==> config.mk <==
export PLATFORM = sky130hd
export DESIGN_NAME = trig_eval
export DESIGN_NICKNAME = d
export VERILOG_FILES = /design/src/rtl/trig_pkg.sv /design/src/rtl/trig_bus_match.sv /design/src/rtl/trig_flag_match.sv /design/src/rtl/trig_combine.sv /design/src/rtl/trig_eval.sv
export SDC_FILE = /design/constraint.sdc
export NUM_CORES = 1
export LEC_CHECK = 0
export ABC_AREA = 1
export CAP_MARGIN = 20
export CORE_AREA = 2 2 39 41
export DETAILED_ROUTE_END_ITERATION = 10
export DIE_AREA = 0 0 41 43
export DONT_BUFFER_PORTS = 1
export HOLD_SLACK_MARGIN = 0.08
export PLACE_DENSITY = 0.47
export REMOVE_ABC_BUFFERS = 1
export SKIP_LAST_GASP = 1
export SLEW_MARGIN = 20
export SYNTH_ARGS = -nofsm -noshare
export SYNTH_HDL_FRONTEND = slang
export SYNTH_SLANG_ARGS = --single-unit
==> constraint.sdc <==
create_clock -name clk -period 1.2 [get_ports clk]
set_clock_uncertainty 0.15 [all_clocks]
set_input_delay 0.06 -clock clk [delete_from_list [all_inputs] [get_ports clk]]
set_output_delay 0.06 -clock clk [all_outputs]
set_load 0.05 [all_outputs]
==> src/rtl/trig_pkg.sv <==
// Package: shared types for the trigger evaluator.
// Assumes: 2-bit flag condition codes as listed in the brief.
package trig_pkg;
    typedef enum logic [1:0] {
        COND_LOW  = 2'b00,
        COND_HIGH = 2'b01,
        COND_RISE = 2'b10,
        COND_FALL = 2'b11
    } flag_cond_e;
endpackage

==> src/rtl/trig_bus_match.sv <==
// Module: exact equality term for one multi-bit probe bus.
// Assumes: match value has the same width as the probe.
module trig_bus_match #(
    parameter int BUS_W = 3
) (
    input  logic [BUS_W-1:0] probe,
    input  logic [BUS_W-1:0] value,
    output logic             hit
);
    // Compare all bits for an exact match.
    always_comb hit = (probe == value);
endmodule

==> src/rtl/trig_flag_match.sv <==
// Module: level/edge term for one single-bit probe.
// Assumes: probe is synchronous to clk; previous value resets to 0.
module trig_flag_match
    import trig_pkg::*;
(
    input  logic       clk,
    input  logic       rst_n,
    input  logic       probe,
    input  logic [1:0] cond,
    output logic       hit
);
    logic       prev_q;
    flag_cond_e cond_e;

    // Hold the probe value seen at the previous edge.
    always_ff @(posedge clk) begin
        if (!rst_n) prev_q <= 1'b0;
        else        prev_q <= probe;
    end

    // Select the condition the term tests.
    always_comb begin
        cond_e = flag_cond_e'(cond);
        unique case (cond_e)
            COND_LOW:  hit = ~probe;
            COND_HIGH: hit = probe;
            COND_RISE: hit = probe & ~prev_q;
            COND_FALL: hit = ~probe & prev_q;
            default:   hit = 1'b0;
        endcase
    end

    // an edge hit cannot repeat in the following cycle under the same code.
    a_r4_edge_single: assert property (@(posedge clk) disable iff (!rst_n)
        ($past(hit) && $past(cond[1]) && ($past(cond) == cond)) |-> !hit);
endmodule

==> src/rtl/trig_combine.sv <==
// Module: merges enabled terms with one operator and registers the result.
// Assumes: an empty term set never fires.
module trig_combine #(
    parameter int N_TERMS = 4
) (
    input  logic               clk,
    input  logic               rst_n,
    input  logic               arm,
    input  logic               use_or,
    input  logic [N_TERMS-1:0] term_hit,
    input  logic [N_TERMS-1:0] term_en,
    output logic               trig
);
    logic any_en;
    logic all_ok;
    logic some_ok;
    logic cond_now;

    // Reduce the enabled terms under both operators.
    always_comb begin
        any_en   = |term_en;
        all_ok   = &(term_hit | ~term_en);
        some_ok  = |(term_hit & term_en);
        cond_now = any_en & (use_or ? some_ok : all_ok);
    end

    // Register the gated trigger.
    always_ff @(posedge clk) begin
        if (!rst_n) trig <= 1'b0;
        else        trig <= arm & cond_now;
    end

    // disarmed edge gives no trigger.
    a_r8_disarmed: assert property (@(posedge clk) disable iff (!rst_n)
        !$past(arm) |-> !trig);
    // no enabled term gives no trigger.
    a_r7_empty: assert property (@(posedge clk) disable iff (!rst_n)
        ($past(term_en) == '0) |-> !trig);
endmodule

==> src/rtl/trig_eval.sv <==
// Module: top of the trigger evaluator; one term per bus and per flag.
// Assumes: all probes and configuration are synchronous to clk.
module trig_eval #(
    parameter int NUM_BUS  = 2,
    parameter int BUS_W    = 3,
    parameter int NUM_FLAG = 2
) (
    input  logic                      clk,
    input  logic                      rst_n,
    input  logic                      arm,
    input  logic                      use_or,
    input  logic [NUM_BUS*BUS_W-1:0]  bus_probe,
    input  logic [NUM_BUS*BUS_W-1:0]  bus_val,
    input  logic [NUM_BUS-1:0]        bus_en,
    input  logic [NUM_FLAG-1:0]       flag_probe,
    input  logic [2*NUM_FLAG-1:0]     flag_cond,
    input  logic [NUM_FLAG-1:0]       flag_en,
    output logic                      trig
);
    localparam int N_TERMS = NUM_BUS + NUM_FLAG;

    logic [NUM_BUS-1:0]  bus_hit;
    logic [NUM_FLAG-1:0] flag_hit;

    // One equality term per probe bus.
    for (genvar b = 0; b < NUM_BUS; b++) begin : g_bus
        trig_bus_match #(.BUS_W(BUS_W)) u_bus (
            .probe (bus_probe[b*BUS_W +: BUS_W]),
            .value (bus_val[b*BUS_W +: BUS_W]),
            .hit   (bus_hit[b])
        );
    end

    // One level/edge term per flag.
    for (genvar f = 0; f < NUM_FLAG; f++) begin : g_flag
        trig_flag_match u_flag (
            .clk   (clk),
            .rst_n (rst_n),
            .probe (flag_probe[f]),
            .cond  (flag_cond[2*f +: 2]),
            .hit   (flag_hit[f])
        );
    end

    trig_combine #(.N_TERMS(N_TERMS)) u_comb (
        .clk      (clk),
        .rst_n    (rst_n),
        .arm      (arm),
        .use_or   (use_or),
        .term_hit ({flag_hit, bus_hit}),
        .term_en  ({flag_en, bus_en}),
        .trig     (trig)
    );

    // in AND mode a trigger means every enabled bus term matched.
    a_r6_and_all: assert property (@(posedge clk) disable iff (!rst_n)
        (trig && !$past(use_or)) |-> (&($past(bus_hit) | ~$past(bus_en))));
    // AND-mode trigger with bus 0 enabled implies exact bus 0 match.
    a_r1_exact: assert property (@(posedge clk) disable iff (!rst_n)
        (trig && !$past(use_or) && $past(bus_en[0])) |->
        ($past(bus_probe[BUS_W-1:0]) == $past(bus_val[BUS_W-1:0])));
endmodule

* After elaboration in Yosys (flattened, before gate mapping) *
Cells that the tools add are included.
Widths: inputs -> output; s select.

word-level totals
  bits in registers = 3
  logic and storage cells = 32
  output and inout bits = 1
  input port bits = 26

operators by class
  bitwise gates (word level) = 13
  equality and inequality tests = 8
  reduce and logical (&&, ||, !) cells = 5
  muxes and demuxes = 3

operators with widths
  cell                count
  $eq 2x2->1 const B  4
  $pmux 1 s4          2
  $reduce_or 4->1     2
  $and 1x1->1         6
  $eq 3x3->1          2
  $and 4x4->4         1
  $eq 2x1->1 const B  2
  $logic_not 2->1     2
  $not 1->1           4
  $not 4->4           1
  $or 4x4->4          1
  $reduce_and 4->1    1
  $mux 1              1

* Longest topological paths before layout *
Gate-level depths: netlist of run 1.

  depth in word-level cells = 8
  mapped depth = 10
  mapped depth without buffers = 10

* Hierarchy *
A second synthesis of run 1 with hierarchy kept.

unflattened totals
  cells, all modules = 82
  area total of the unflattened synthesis = 386.6 µm²

modules (own cells, without submodules)
  module           cells an instance  times used  seq. area each (µm²)  area each (µm²)
  trig_flag_match  17                 2           20.0                  86.3
  trig_bus_match   13                 2           0.0                   56.3
  trig_combine     22                 1           20.0                  101.3

* Worst setup path before layout of run 1 *
Ideal clock, no wire load.

  path kind = register to register
  from = register g_flag[0].u_flag.prev_q
  to = register u_comb.trig
  arrival = 0.810 ns
  stages on the path, launching flop included = 10
  period minus slack after synthesis = 1.074 ns
  setup time = 0.113 ns
  setup slack = 0.126 ns
  cell sequence = dfxtp_1 inv_1 nand2_1 nand2_2 nand2_1 nand2_1 nand2_1 nand2_1 o21ai_1 nor2_1

between the ends
  word-level cells in the longest chain between the ends = 8

RTL lines
  item                                                 line                                    RTL
  from (decl)                                          trig_flag_match.sv:12                   logic prev_q;
  from (signal assigned)                               trig_flag_match.sv:18                   else prev_q <= probe;
  $not 1->1                                            trig_flag_match.sv:27                   COND_RISE: hit = probe & ~prev_q;
  $and 1x1->1                                          trig_flag_match.sv:27
  $pmux 1 s4 *                                         trig_flag_match.sv:24                   unique case (cond_e)
  $or 4x4->4 or $and 4x4->4 (tied branches)            trig_combine.sv:22, trig_combine.sv:23
  $reduce_and 4->1 or $reduce_or 4->1 (tied branches)  trig_combine.sv:22, trig_combine.sv:23
  $mux 1 *                                             trig_combine.sv:24                      cond_now = any_en & (use_or ? some_ok : all_ok);
  $and 1x1->1 *                                        trig_combine.sv:24
  $and 1x1->1 *                                        trig_combine.sv:30                      else trig <= arm & cond_now;
  to (signal assigned)                                 trig_combine.sv:30
  to (decl)                                            trig_combine.sv:12                      output logic trig

Every way passes the cells marked *; elsewhere a longest branch is shown, timed or not.
A chain may end at the register's enable or synchronous reset.

* Final worst setup path of run 1 *
  from = register g_flag[1].u_flag.prev_q
  to = register u_comb.trig

between the ends
  word-level cells in the longest chain between the ends = 8

RTL lines
  item                                                 line
  from (decl)                                          trig_flag_match.sv:12
  from (signal assigned)                               trig_flag_match.sv:18
  $not 1->1                                            trig_flag_match.sv:27
  $and 1x1->1                                          trig_flag_match.sv:27
  $pmux 1 s4 *                                         trig_flag_match.sv:24
  $or 4x4->4 or $and 4x4->4 (tied branches)            trig_combine.sv:22, trig_combine.sv:23
  $reduce_and 4->1 or $reduce_or 4->1 (tied branches)  trig_combine.sv:22, trig_combine.sv:23
  $mux 1 *                                             trig_combine.sv:24
  $and 1x1->1 *                                        trig_combine.sv:24
  $and 1x1->1 *                                        trig_combine.sv:30

Marks and branches as above.

==> impl_metrics.py, run 1 <==
metrics = {
    "status": {
        "status": "finished clean",
    },
    "timing": {
        "setup_violations": 0,
        "post-route-period-util": 0.967,
        "slew_viol_final": 0,
        "finalHoldViolCount": 0,
        "setup_tns_ps": 0,
        "finalCriticalPeriod_ps": 1160,
        "worst_slew_pin_slew_ps": 476,
        "grt_setup_unrepaired": "yes",
        "fmax_ghz": 0.862,
        "maxSlewHeadroom": 0.682,
    },
    "worst_setup_path": {
        "crit_fanout": 2,
        "ff2ff_setup_slack_ps": 40,
        "critPathLaunch": "g_flag[1].u_flag.prev_q",
        "startpoint_type": "flip-flop",
        "worstPathRequired_ps": 1220,
        "end_kind": "flip-flop",
        "reg2reg_depth": 9,
        "crit_type": "reg -> reg",
        "reg2reg_from": "g_flag[1].u_flag.prev_q",
        "arrival_ps": 1180,
        "r2r_end": "u_comb.trig",
    },
    "clocking": {
        "cts_root_buf": "clkbuf_4",
        "postCtsSetupBuffers": 0,
        "cts_made_buffers": 3,
        "clkTransAtPathRegs_ps": 40,
        "cts_sinks": 3,
        "cts_buffer_depth": 2,
        "clock_latency_ps": 230,
        "cts_tree": "built",
        "htreeDepth": 1,
    },
    "route": {
        "drtIter0Drc": 3,
        "num_vias": 463,
        "viasPerCell": 4.33,
        "routed_wl_um": 947,
        "wl_per_cell_um": 8.85,
        "drtAntennaViolNets": 0,
        "dr.pass1.iters": 2,
        "route.detailed.drc": 0,
    },
    "cells_and_area": {
        "mostFrequentLayoutCells": "27 x nand2_1, 12 x inv_1, 9 x nand2_2, 9 x dlygate4sd3_1",
        "fin_cells": 107,
        "drive_gt1_frac": 0.253,
        "synthToLayoutAreaGrowth_pct": 43.9,
        "finalNetCount": 118,
        "final_common_cell": "nand2_1",
        "diodes": 0,
    },
    "global_routing": {
        "grt_use_total": 0.114,
        "grt_pass1_vias": 422,
        "grt-ovfl-total": 0,
        "antenna_found_initial": 0,
        "grt_start_max_net_pins": 4,
        "grt_pass1_wl_um": 1410,
    },
    "pwr": {
        "p_clk_frac": 0.416,
        "power_density_nw_per_um2": 787,
        "power.leakage_uw": 0.000316,
        "p_int_uw": 295,
        "p_comb_frac": 0.312,
        "max-vdd-ir-drop_uv": 442,
        "p_seq_frac": 0.272,
        "netSwitchingPower_uw": 132,
        "fin_total_pwr_uw": 426,
        "power_switching_share": 0.309,
    },
    "floorplan": {
        "coreArea_um2": 1380,
        "num_rows": 14,
        "die-area_um2": 1760,
        "die_h_um": 43,
        "pin_count": 27,
        "die_w_um": 41,
        "initial_core_util": 0.272,
    },
    "yosys": {
        "synth_cells": 78,
        "ys_seq_area_frac": 0.159,
        "synthesis.area_um2": 377,
        "synth_seq_cells": 3,
        "synth_cell_types": 12,
        "yosysWarnings": 0,
        "syn_area_per_cell_um2": 4.83,
    },
    "placement": {
        "dp_hpwl_um": 705,
        "gp_congestion": 0.680,
        "place.port_buffers": 0,
        "dp.cells": 94,
    },
    "hold_path": {
        "whs_endpoint": "u_comb.trig",
        "min_delay_path_depth": 5,
        "hold_path_class": "in -> reg",
        "worstHoldStart": "bus_probe[2]",
    },
    "run": {
        "drv_cap": 0,
    },
}
-- flip-flops by register name, indices dropped and copies added (netlist names) --
signal                flops
g_flag.u_flag.prev_q      2
u_comb.trig               1
-- worst max-delay path, stage by stage, from the launching register on --
cell and delay [ps]:
dfxtp_2 320, nand2_2 70, inv_1 40, nor2_2 100, nand2_2 70, nand3_1 70, nand2_1 50, nor2_1 100
nor2_1 50, nor2_1 70
-- cell usage after synthesis --
cell	count	area share
nand2_1	34	0.34
xnor2_1	2	0.047
nor2_2	1	0.017
nor4_1	1	0.017
inv_1	14	0.14
nand2_2	2	0.033
nand3_1	5	0.066
inv_2	4	0.040
nor2_1	7	0.070
o21ai_1	3	0.040
nand4_1	2	0.033
dfxtp_1	3	0.16
-- through the flow --
step | util | hold slack [ps] | setup slack, ps | instance area (µm²)
final | 0.392 | 125 | 40.1 | 542
after CTS | 0.371 | 101 | 18.9 | 513
after floorplan | - | 3.45 | 126 | 377
after global placement | 0.287 | 4.38 | 59.3 | 397
after global routing | 0.392 | 191 | -56.9 | 542
after detailed placement | 0.287 | 12.1 | 52.0 | 397
-- kinds of logic (layout without fill, tap and decap cells) --
| group | count (synthesis) | in the layout | synth area share |
|---|---|---|---|
| compound gates | 3 | 3 | 0.0399 |
| xor+xnor | 2 | 2 | 0.0465 |
| flops | 3 | 3 | 0.159 |
| simple gates | 52 | 52 | 0.575 |
| buf+inv | 18 | 31 | 0.179 |
-- how the worst max path moves through the flow --
stage,slack [ps],cells past startpoint,end
2_1_floorplan,130,9,u_comb.trig
3_3_place_gp,60,9,u_comb.trig
3_5_place_dp,50,9,u_comb.trig
4_1_cts,20,9,u_comb.trig
5_1_grt,-60,10,u_comb.trig
6_report,40,9,u_comb.trig
-- routing by layer --
layer / share of wire / track usage / vias to the layer above
met2: 0.58 / 0.203 / 14
met5: 0 / 0 / -
li1: - / - / 257
met1: 0.37 / 0.118 / 192
met4: 0 / 0.0400 / 0
met3: 0.046 / 0.0314 / 0
-- power groups by stage --
stage | clock network (µW) | registers (µW) | logic [µW]
floorplan | 0 | 115 | 81.4
global placement | 0 | 116 | 90.6
detailed placement | 0 | 116 | 92.2
CTS | 184 | 114 | 121
global route | 188 | 116 | 152
finish | 178 | 116 | 133
-- repair_timing --
action / CTS / global route
setup endpoints to repair: 0 / 1
endpoints found under the hold margin: 3 / 0
hold buffers: 9 / 0
gates resized for setup: 0 / 13
-- cell type report --
class / count / area [µm²]
tap: 16 / 20.0
clock buffer: 4 / 26.3
sequential: 3 / 62.6
fill: 161 / 842
inverter: 18 / 67.6
multi-input combinational: 57 / 275
timing repair buffer: 9 / 90.1
Power figures use the tool's default switching activity.
==> run 2: changes to the inputs <==
==> constraint.sdc (replaced) <==
create_clock -name clk -period 1.2 [get_ports clk]
set_clock_uncertainty 0.15 [all_clocks]
set_input_delay 0.12 -clock clk [delete_from_list [all_inputs] [get_ports clk]]
set_output_delay 0.12 -clock clk [all_outputs]
set_load 0.05 [all_outputs]
==> impl_metrics.py, run 2 (synthesized netlist as in run 1, its figures left out) <==
metrics = {
    "clocking": {
        "cts_sinks": 3,
        "htreeDepth": 1,
        "cts_made_buffers": 3,
        "cts_buffer_depth": 2,
        "postCtsSetupBuffers": 0,
        "cts_tree": "built",
        "clkTransAtPathRegs_ps": 50,
        "clock_latency_ps": 240,
        "cts_root_buf": "clkbuf_4",
    },
    "timing": {
        "post-route-period-util": 0.978,
        "finalHoldViolCount": 0,
        "slew_viol_final": 0,
        "setup_violations": 0,
        "setup_slack_ps": 27.0,
        "worst_slew_pin_slew_ps": 202,
        "maxSlewHeadroom": 0.864,
        "fmax_ghz": 0.853,
        "finalCriticalPeriod_ps": 1170,
        "grt_setup_unrepaired": "yes",
    },
    "cells_and_area": {
        "mostFrequentLayoutCells": "27 x nand2_1, 12 x inv_1, 9 x nand2_2",
        "synthToLayoutAreaGrowth_pct": 48.5,
        "largest_register_ffs": 2,
        "largest_register": "g_flag.u_flag.prev_q",
        "finalNetCount": 119,
        "final_common_cell": "nand2_1",
        "drive_gt1_frac": 0.261,
        "top_regs": "g_flag.u_flag.prev_q: 2 flops, u_comb.trig: 1 flops",
        "fin_cells": 108,
        "diodes": 0,
    },
    "pwr": {
        "netSwitchingPower_uw": 138,
        "p_comb_frac": 0.323,
        "power_density_nw_per_um2": 781,
        "max-vdd-ir-drop_uv": 441,
        "p_clk_frac": 0.428,
        "power.leakage_uw": 0.000350,
        "p_int_uw": 299,
        "power_switching_share": 0.316,
        "p_seq_frac": 0.249,
    },
    "hold_path": {
        "hold_path_class": "in -> reg",
    },
    "route": {
        "num_vias": 474,
        "routed_wl_um": 846,
        "route.detailed.drc": 0,
        "drtAntennaViolNets": 0,
        "viasPerCell": 4.39,
        "drtIter0Drc": 7,
        "wl_per_cell_um": 7.83,
        "dr.pass1.iters": 4,
    },
    "global_routing": {
        "antenna_found_initial": 0,
        "grt_pass1_wl_um": 1400,
        "grt_pass1_vias": 427,
        "grt_use_total": 0.114,
        "grt_start_max_net_pins": 4,
        "grt-ovfl-total": 0,
    },
    "placement": {
        "pre_cts_ws_ps": 64.6,
        "dp_hpwl_um": 690,
        "gp_congestion": 0.677,
        "dp.cells": 95,
        "place.port_buffers": 0,
    },
    "worst_setup_path": {
        "crit_type": "reg -> reg",
        "arrival_ps": 1140,
        "cpMaxStageDelayCell": "dfxtp_2",
        "startpoint_type": "flip-flop",
        "cp_cell_sequence": "inv_2 > nand2_2 > nand2_2 > inv_2 > nand2_2 > nand3_2 > nand2_1 > nor2_1 > nor2_1 > nor2_1",
        "worstPathRequired_ps": 1170,
        "end_kind": "flip-flop",
        "crit_fanout": 2,
        "cpPeakStageDelay_ps": 320,
    },
    "floorplan": {
        "initial_core_util": 0.272,
        "coreArea_um2": 1380,
        "die-area_um2": 1760,
        "die_h_um": 43,
        "pin_count": 27,
        "die_w_um": 41,
        "num_rows": 14,
    },
    "status": {
        "status": "finished clean",
    },
    "run": {
        "drv_cap": 0,
    },
}
-- run 2: worst max-delay path, delay by kind of cell (launching register included) --
kind	cells	cell delay (ps)
buffers and inverters	2	80
DFF	1	320
and+or+nand+nor	8	490
-- run 2: final cells by class --
| cell class | instances | area [µm²] |
|---|---|---|
| Fill cell | 162 | 825 |
| Multi-Input combinational cell | 57 | 278 |
| Timing Repair Buffer | 10 | 105 |
| Inverter | 18 | 67.6 |
| Sequential cell | 3 | 62.6 |
| Clock buffer | 4 | 26.3 |
| Tap cell | 16 | 20.0 |
-- run 2: repair_timing --
item                                   CTS  global route
hold buffers                             9             0
setup endpoints to repair                0             1
endpoints found under the hold margin    3             0
gates resized for setup                  0            16
-- run 2: per-layer routing --
metal	vias to the layer above	part of all wire	global-route usage
met4	0	0	0.0600
met3	0	0.053	0.0314
met1	204	0.42	0.135
met5	-	0	0
li1	258	-	-
met2	12	0.52	0.178
-- run 2: power by group through the flow --
stage          combinational (µW)  clock, µW  sequential (µW)
6_report                      141        187              109
5_1_grt                       160        198              110
4_1_cts                       129        192              107
3_5_place_dp                  101          0              109
3_3_place_gp                 99.5          0              109
2_1_floorplan                81.4          0              115
-- run 2: worst paths after layout --
| kind | from | endpoint | slack (ps) | cells after the start |
|---|---|---|---|---|
| setup / recovery | g_flag[1].u_flag.prev_q | u_comb.trig | 30 | 10 |
| hold reg to reg | g_flag[0].u_flag.prev_q | u_comb.trig | 720 | 9 |
| setup reg to reg | g_flag[1].u_flag.prev_q | u_comb.trig | 30 | 10 |
| hold / removal | bus_en[1] | u_comb.trig | 110 | 4 |
-- run 2: per-stage QoR --
stage | area [µm²] | total power (µW) | utilization | TNS (ps) | hold slack, ps
after detailed placement | 404 | 210 | 0.292 | 0 | 72.2
after CTS | 520 | 429 | 0.376 | 0 | 81.4
after global placement | 404 | 209 | 0.292 | 0 | 64.7
final | 559 | 437 | 0.404 | 0 | 109
after floorplan | 377 | 197 | - | 0 | 63.5
after global routing | 559 | 467 | 0.404 | -38.9 | 149
